File: config.mk
export PLATFORM = sky130hd
export DESIGN_NAME = adderBlockRipple
export DESIGN_NICKNAME = d
export VERILOG_FILES = /design/src/rtl/cla_pkg.sv /design/src/rtl/claGenProp.sv /design/src/rtl/claLookahead.sv /design/src/rtl/claGroup.sv /design/src/rtl/adderBlockRipple.sv
export SDC_FILE = /design/constraint.sdc
export NUM_CORES = 1
export LEC_CHECK = 0
export BUFFER_PORTS_ARGS = -buffer_cell sky130_fd_sc_hd__buf_2
export CAP_MARGIN = 20
export CELL_PAD_IN_SITES_DETAIL_PLACEMENT = 1
export CELL_PAD_IN_SITES_GLOBAL_PLACEMENT = 1
export CORE_ASPECT_RATIO = 0.9
export CORE_MARGIN = 2
export CORE_UTILIZATION = 30
export DETAILED_ROUTE_END_ITERATION = 6
export GPL_TIMING_DRIVEN = 0
export MAX_ROUTING_LAYER = met4
export PLACE_DENSITY_LB_ADDON = 0.25
export SYNTH_ARGS = -nofsm -noshare
export SYNTH_HDL_FRONTEND = slang
export SYNTH_HIERARCHICAL = 1
export SYNTH_SLANG_ARGS = --single-unit
File: constraint.sdc
create_clock -name vclk -period 5.43
set_input_delay 1.086 -clock vclk [all_inputs]
set_output_delay 1.086 -clock vclk [all_outputs]
set_load 0.05 [all_outputs]
File: src/rtl/cla_pkg.sv
package cla_pkg;

  // Default geometry: four groups of eight bits.
  localparam int DEF_GROUP_W = 8;
  localparam int DEF_GROUPS  = 4;

  // Per-bit generate/propagate pair handed from the cell to the lookahead.
  typedef struct packed {
    logic gen;
    logic prop;
  } bitPgT;

endpackage

File: src/rtl/claGenProp.sv
module claGenProp
  import cla_pkg::*;
#(
  parameter int WIDTH = DEF_GROUP_W
) (
  input  logic [WIDTH-1:0] opA,
  input  logic [WIDTH-1:0] opB,
  output bitPgT [WIDTH-1:0] pgOut,
  output logic [WIDTH-1:0] halfSum
);

  genvar i;
  generate
    for (i = 0; i < WIDTH; i++) begin : g_bit
      // Generate: both bits set; propagate: either bit set.
      assign pgOut[i].gen  = opA[i] & opB[i];
      assign pgOut[i].prop = opA[i] | opB[i];
      assign halfSum[i]    = opA[i] ^ opB[i];
    end
  endgenerate

endmodule

File: src/rtl/claLookahead.sv
module claLookahead
  import cla_pkg::*;
#(
  parameter int WIDTH = DEF_GROUP_W
) (
  input  bitPgT [WIDTH-1:0] pgIn,
  input  logic             carryIn,
  output logic [WIDTH:0]   carries
);

  // Each carry is a flat OR of product terms. None of them reads another carry.
  logic accTerm;
  logic runTerm;
  logic cinTerm;

  always_comb begin
    carries    = '0;
    carries[0] = carryIn;
    accTerm    = 1'b0;
    runTerm    = 1'b0;
    cinTerm    = 1'b0;
    for (int i = 0; i < WIDTH; i++) begin
      accTerm = pgIn[i].gen;
      for (int j = 0; j < i; j++) begin
        runTerm = pgIn[j].gen;
        for (int k = j + 1; k <= i; k++) begin
          runTerm = runTerm & pgIn[k].prop;
        end
        accTerm = accTerm | runTerm;
      end
      cinTerm = carryIn;
      for (int k = 0; k <= i; k++) begin
        cinTerm = cinTerm & pgIn[k].prop;
      end
      carries[i+1] = accTerm | cinTerm;
    end
  end

endmodule

File: src/rtl/claGroup.sv
module claGroup
  import cla_pkg::*;
#(
  parameter int WIDTH = DEF_GROUP_W
) (
  input  logic [WIDTH-1:0] opA,
  input  logic [WIDTH-1:0] opB,
  input  logic             carryIn,
  output logic [WIDTH-1:0] sumOut,
  output logic             carryOut
);

  bitPgT [WIDTH-1:0] pgBits;
  logic  [WIDTH-1:0] halfSum;
  logic  [WIDTH:0]   carries;

  claGenProp #(.WIDTH(WIDTH)) u_pg (
    .opA     (opA),
    .opB     (opB),
    .pgOut   (pgBits),
    .halfSum (halfSum)
  );

  claLookahead #(.WIDTH(WIDTH)) u_la (
    .pgIn    (pgBits),
    .carryIn (carryIn),
    .carries (carries)
  );

  assign sumOut   = halfSum ^ carries[WIDTH-1:0];
  assign carryOut = carries[WIDTH];

endmodule

File: src/rtl/adderBlockRipple.sv
module adderBlockRipple
  import cla_pkg::*;
#(
  parameter int GROUP_W = DEF_GROUP_W,
  parameter int GROUPS  = DEF_GROUPS
) (
  input  logic [GROUP_W*GROUPS-1:0] opA,
  input  logic [GROUP_W*GROUPS-1:0] opB,
  input  logic                      carryIn,
  output logic [GROUP_W*GROUPS-1:0] sumOut,
  output logic                      carryOut,
  output logic [GROUPS-2:0]         groupCarry
);

  localparam int TOTAL_W = GROUP_W * GROUPS;

  // Carry entering each group; the last entry leaves the top group.
  logic [GROUPS:0] chain;

  assign chain[0] = carryIn;

  genvar g;
  generate
    for (g = 0; g < GROUPS; g++) begin : g_grp
      claGroup #(.WIDTH(GROUP_W)) u_grp (
        .opA      (opA[g*GROUP_W +: GROUP_W]),
        .opB      (opB[g*GROUP_W +: GROUP_W]),
        .carryIn  (chain[g]),
        .sumOut   (sumOut[g*GROUP_W +: GROUP_W]),
        .carryOut (chain[g+1])
      );
    end
  endgenerate

  assign groupCarry = chain[GROUPS-1:1];
  assign carryOut   = chain[GROUPS];

endmodule

## Word level (Yosys, flattened, before mapping)

Cells that the tools add are included.

- Bits of input ports: 65
- Word-level logic and storage cells: 388
- Register bits: 0
- Output and inout bits: 36

- Bitwise operators: 388

Operator list:

| cell | count |
|---|---|
| AND 1 bit | 176 |
| bitwise OR 1 bit | 176 |
| bitwise XOR 1 bit | 32 |
| bitwise XOR 8 bit | 4 |

## Longest topological paths before layout

Gate-level depths: netlist (run 1).

- Depth after elaboration: 43
- Mapped depth: 20
- Gate-level depth less buffers: 20

## Hierarchy

Netlist (run 1), hierarchy kept.

By module, submodules not included:

| module | area each (um^2) | times used | sequential area each (um^2) | cells an instance |
|---|---|---|---|---|
| claGenProp | 290.3 | 4 | 0.0 | 40 |
| claLookahead | 137.6 | 4 | 0.0 | 20 |
| claGroup | 70.1 | 4 | 0.0 | 8 |

## Worst setup path before layout (run 1)

Ideal clock, no wire load.

- Kind: input-to-output
- Start point: input opA[3]
- End point: output sumOut[31]
- Path buffers: 0
- Slack: -2.552 ns
- Arrival: 6.896 ns
- Cell stages on the path: 20
- Data required time: 4.344 ns
- Cells stage by stage: inv_1 > ha_1 > inv_1 > and2_4 > nand3_2 > a21o_1 > a311oi_2 > a21o_1 > nand3_2 > a21o_1 > a311oi_2 > a21o_1 > nand3_2 > a21o_1 > a311oi_2 > a21o_1 > nand3_2 > a21o_1 > a31oi_1 > xor2_1

RTL lines:

| element | RTL line | text |
|---|---|---|
| start, declared | adderBlockRipple.sv:7 | `input logic [GROUP_W*GROUPS-1:0] opA,` |
| end, declared | adderBlockRipple.sv:10 | `output logic [GROUP_W*GROUPS-1:0] sumOut,` |

==> metrics.yaml, run 1 <==
status: "finished, violations left"
fp-row-count: 28
top_usage_layer: "met2"
synth_area_leader_cell: "ha_1"
floorplan.initialDensity: 0.306
vdd_drop_max_v: 0.000114
critical_path_class: "in -> out"
cp_max_fo: 2
gr-usage-all-layers: 0.179
design_area_mm2: 0.00358
instances_no_fill: 518
drc: 0
die_w_um: 89.9
arrival_ns: 4.79
yosysMostFrequentCell: "inv_1"
yosysSeqAreaShare: 0
grt_util_met3: 0.0130
insertedDiodeCount: 0
register_area_um2: 0
holdWs_ns: 2.67
grt_first_pass_wirelength_um: 10600
core_area_mm2: 0.00652
wl_um: 6330
post_drt_wl_per_cell_um: 12.2
syn_area_mm2: 0.00199
crit_required_ns: 4.34
syn_inst: 272
antenna_found_initial: 0
rsz0062_at_grt: "yes"
ios: 101
dieArea_mm2: 0.00731
synth_area_leaders: "ha_1 40%, inv_1 19%, xor2_1 14%, a21o_1 6.0%, a221oi_2 3.0%"
synth_warnings: 6
dp_cells: 463
place_ws_ns: -0.930
syn_nets: 401
start_kind: "primary input"
slowest_stage: "buf_4"
ys_top_cells_by_count: "100 x inv_1, 64 x ha_1, 32 x xor2_1"
maxSlewHeadroom: 0.594
placed_area_mm2: 0.00297
grtUsageMet2: 0.364
place_congestion: 0.713
overflow: 0
max_freq_mhz: 170
grt_start_max_net_pins: 5
dp_hpwl_um: 4420
dr.pass1.iters: 2
worst_pin_slew_ns: 0.609
cpMostUsedCell: "buf_4"
p_leak_nw: 2.10
fin_util: 0.549
slowest_delay_ns: 0.22
drt-initial-drc-count: 24
slew_viol_final: 0
grt.met1_usage: 0.197
drive_above_1_share: 0.498
cp_top_family: "buffers and inverters"
viasPerCell: 4.29
io_buffers: 101
seq_cell_count: 0
setup_ws_ns: -0.447
synthDistinctLibCells: 15
vias: 2223
nets: 559
pwr_density_cell_mw_per_mm2: 175
nClkBuffers: 0
finalHoldViolCount: 0
die_h_um: 81.3
yosysTopAreaCellShare: 0.402
end_kind: "primary output"
max_cap_violations: 0
hp-class: "in -> out"
avgSynthCellArea_um2: 7.32
fin_crit_sh: 1.08
cp_num_buf_inv: 25
violations: "negative setup slack"
ant_nets: 0
setup_violations: 12
period_needed_ns: 5.88
hold_buffers: 0
area_delta_synth_final_pct: 79.7
grt_pass1_vias: 2398
kinds of logic after synthesis:
group | count (synthesis) | share of synthesized area
adder cells (fa/ha/maj) | 64 | 0.402
XOR/XNOR | 32 | 0.141
AND/OR/NAND/NOR | 36 | 0.0930
AO/OA/AOI/OAI | 36 | 0.161
buffers and inverters | 104 | 0.204
routing by layer:
layer	wire length (um)	vias to the layer above	share of wire
met5	0	-	0
li1	-	1109	-
met4	148	0	0.023
met3	259	12	0.041
met2	3440	67	0.54
met1	2480	1035	0.39
placed cells by master, fill, tap and decap left out, types with 3 or more instances in the layout:
cell,instances
a21o_2,4
a311oi_4,4
inv_2,4
nand2_4,4
ha_4,3
buf_8,6
inv_4,3
nor2_1,12
ha_1,61
xor2_4,12
a31oi_1,3
xor2_1,18
buf_6,11
and2_4,4
nor3_1,4
buf_2,81
a21o_1,14
a21oi_1,4
nand2_1,8
inv_1,91
buf_4,60
a221oi_2,4
nand3_2,4
final timing paths:
kind / endpoint / slack, ns / cells past startpoint / startpoint
worst max-delay path: sumOut[5] / -0.45 / 31 / opA[0]
worst min-delay path: sumOut[0] / 2.67 / 4 / carryIn
metrics by stage:
step           power, mW  setup TNS, ns
2_1_floorplan      0.407         -14.03
3_3_place_gp       0.511          -6.18
3_5_place_dp       0.519          -6.45
4_1_cts            0.606          -2.19
5_1_grt            0.666          -5.68
6_report           0.626          -3.47
cell type report:
type	instances	area, um2
Buffer	3	22.5
Inverter	100	400
Tap cell	90	113
Timing Repair Buffer	157	1070
Fill cell	830	2940
Multi-Input combinational cell	168	1970
report_power, final:
part           total [mW]  internal [mW]  switching [mW]
clock network           0              0               0
logic               0.626          0.242           0.385
registers               0              0               0
total               0.626          0.242           0.385
what timing repair did:
action / in CTS / in global routing
buffers inserted: 51 / 5
resized for setup: 44 / 12
hold endpoints to repair: 0 / 0
pin swaps: 22 / 10
setup endpoints to repair: 11 / 14
Note: power is estimated with default switching activity, not from simulation.
==> run 2, diff against run 1 <==
- CORE_MARGIN: 2 -> not set
==> metrics.yaml, run 2 (same netlist as run 1, synthesis figures left out) <==
post_drt_wl_per_cell_um: 11.6  # -5.5%
grt_pass1_vias: 2283  # -4.8%
wl_met2_um: 3350  # -2.6%
ant_nets: 0  # unchanged
final_cell_mix: "91 x inv_1, 82 x buf_2, 61 x ha_1"
max_cap_violations: 0  # unchanged
io_buffers: 101  # unchanged
drc: 0  # unchanged
vias: 2118  # -4.7%
setup_ws_ns: -0.301  # +0.146 ns
nClkBuffers: 0  # unchanged
p_leak_nw: 2.00  # -4.9%
hp-class: "in -> out"
core_area_mm2: 0.00625  # -4.1%
hold_end: "sumOut[0]"
nets: 535  # -4.3%
die_w_um: 87.9  # -2.2%
cp_max_fo: 3  # +1
place_congestion: 0.734  # +3.0%
ios: 101  # unchanged
grt_start_max_net_pins: 5  # unchanged
drive_above_1_share: 0.465  # -0.0323
fill_cells: 776  # -6.5%
finalHoldViolCount: 0  # unchanged
dr_wl_met3_um: 258  # -0.39%
dieArea_mm2: 0.00697  # -4.6%
max_freq_mhz: 175  # +2.5%
status: "finished, violations left"
start_kind: "primary input"
drt-initial-drc-count: 15  # -38%
worst_pin_slew_ns: 0.664  # +0.0546 ns
crit_required_ns: 4.34  # about the same
wl_met1_um: 2040  # -18%
wl_um: 5670  # -10%
violations: "negative setup slack"
min_from: "carryIn"
slowest_delay_ns: 0.26  # +0.04 ns
die_h_um: 79.3  # -2.5%
cp_top_family: "compound AO/OA/AOI/OAI gates"
slowest_stage: "a311oi_4"
insertedDiodeCount: 0  # unchanged
vdd_drop_max_v: 0.0000880  # -23%
cp_num_buf_inv: 4  # -84%
overflow: 0  # unchanged
cpMostUsedCell: "a21o_1"
seq_cell_count: 0  # unchanged
setup_violations: 8  # -4
period_needed_ns: 5.73  # -0.146 ns
hold_depth: 4  # unchanged
total_power_mw: 0.603  # -3.8%
fin_crit_sh: 1.06  # -0.0269
slew_viol_final: 0  # unchanged
instances_no_fill: 491  # -5.2%
rsz0062_at_grt: "yes"
critical_path_class: "in -> out"
grt_first_pass_wirelength_um: 9340  # -12%
fp-row-count: 27  # -3.6%
arrival_ns: 4.64  # -0.15 ns
routed.top_layer: "met4"
register_area_um2: 0  # unchanged
final_common_cell: "inv_1"
antenna_found_initial: 0  # unchanged
floorplan.initialDensity: 0.319  # +0.0130
dr.pass1.iters: 4  # +2
dp_hpwl_um: 4640  # +5.0%
maxSlewHeadroom: 0.558  # -0.0364
viasPerCell: 4.31  # +0.52%
gr-usage-all-layers: 0.169  # -0.0101
area_delta_synth_final_pct: 70.9
path_cells: "buf_12 > inv_12 > ha_4 > inv_2 > and2_4 > nand3_2 > a21o_1 > a311oi_4 > a21o_1 > nand3_2 > a21o_1 > a311oi_4 > a21o_1 > nand3_2 > a21o_1 > a311oi_4 > a21o_1 > nand3_2 > a21o_4 > a31oi_4 > xor2_4 > buf_6"
dp_cells: 460  # -0.65%
end_kind: "primary output"
pwr_density_cell_mw_per_mm2: 177  # +1.2%
[run 2: routing by layer]
metal / track usage / vias to the layer above
li1: - / 1068
met1: 0.168 / 990
met2: 0.367 / 58
met3: 0.00936 / 2
met4: 0.00492 / 0
met5: - / -
[run 2: final cells by class]
class	count	area (um2)	area share
Multi-Input combinational cell	168	1960	0.576
Timing Repair Buffer	132	901	0.265
Inverter	100	403	0.118
Tap cell	87	109	0.0320
Buffer	4	30.0	0.00882
[run 2: worst max path at each step]
stage,startpoint,endpoint,cells after the start
finish,opB[3],sumOut[31],22
global route,opA[0],sumOut[31],22
CTS,opA[0],sumOut[31],22
detailed placement,opB[3],sumOut[31],22
global placement,opB[3],sumOut[31],22
floorplan,opB[3],sumOut[31],20
[run 2: metrics by stage]
step                      setup TNS, ns   util  cell area (um2)  setup slack [ns]  hold slack [ns]
after floorplan                  -14.03      -             2350             -1.49             2.53
after global placement            -6.21  0.474             2960            -0.894             2.61
after detailed placement          -6.72  0.474             2960            -0.931             2.62
final                             -1.73  0.545             3400            -0.301             2.61
after global routing              -3.78  0.545             3400            -0.561             2.65
after CTS                         -1.71  0.534             3340            -0.282             2.62
[run 2: what timing repair did]
| action | in CTS | in global routing |
|---|---|---|
| pin swaps | 22 | 7 |
| endpoints found under the setup margin | 13 | 12 |
| setup buffers | 30 | 7 |
| hold buffers | 0 | 0 |
| resized for setup | 42 | 14 |
[run 2: report_power, final]
part           internal (mW)  switching (mW)  leakage, nW
Combinational          0.226           0.376         2.00
Sequential                 0               0            0
Clock                      0               0            0
Total                  0.226           0.376         2.00
[run 2: worst min-delay path, cell delays in order]
cell and delay [ns]:
buf_2 0.09, buf_4 0.10, xor2_1 0.05, buf_2 0.20
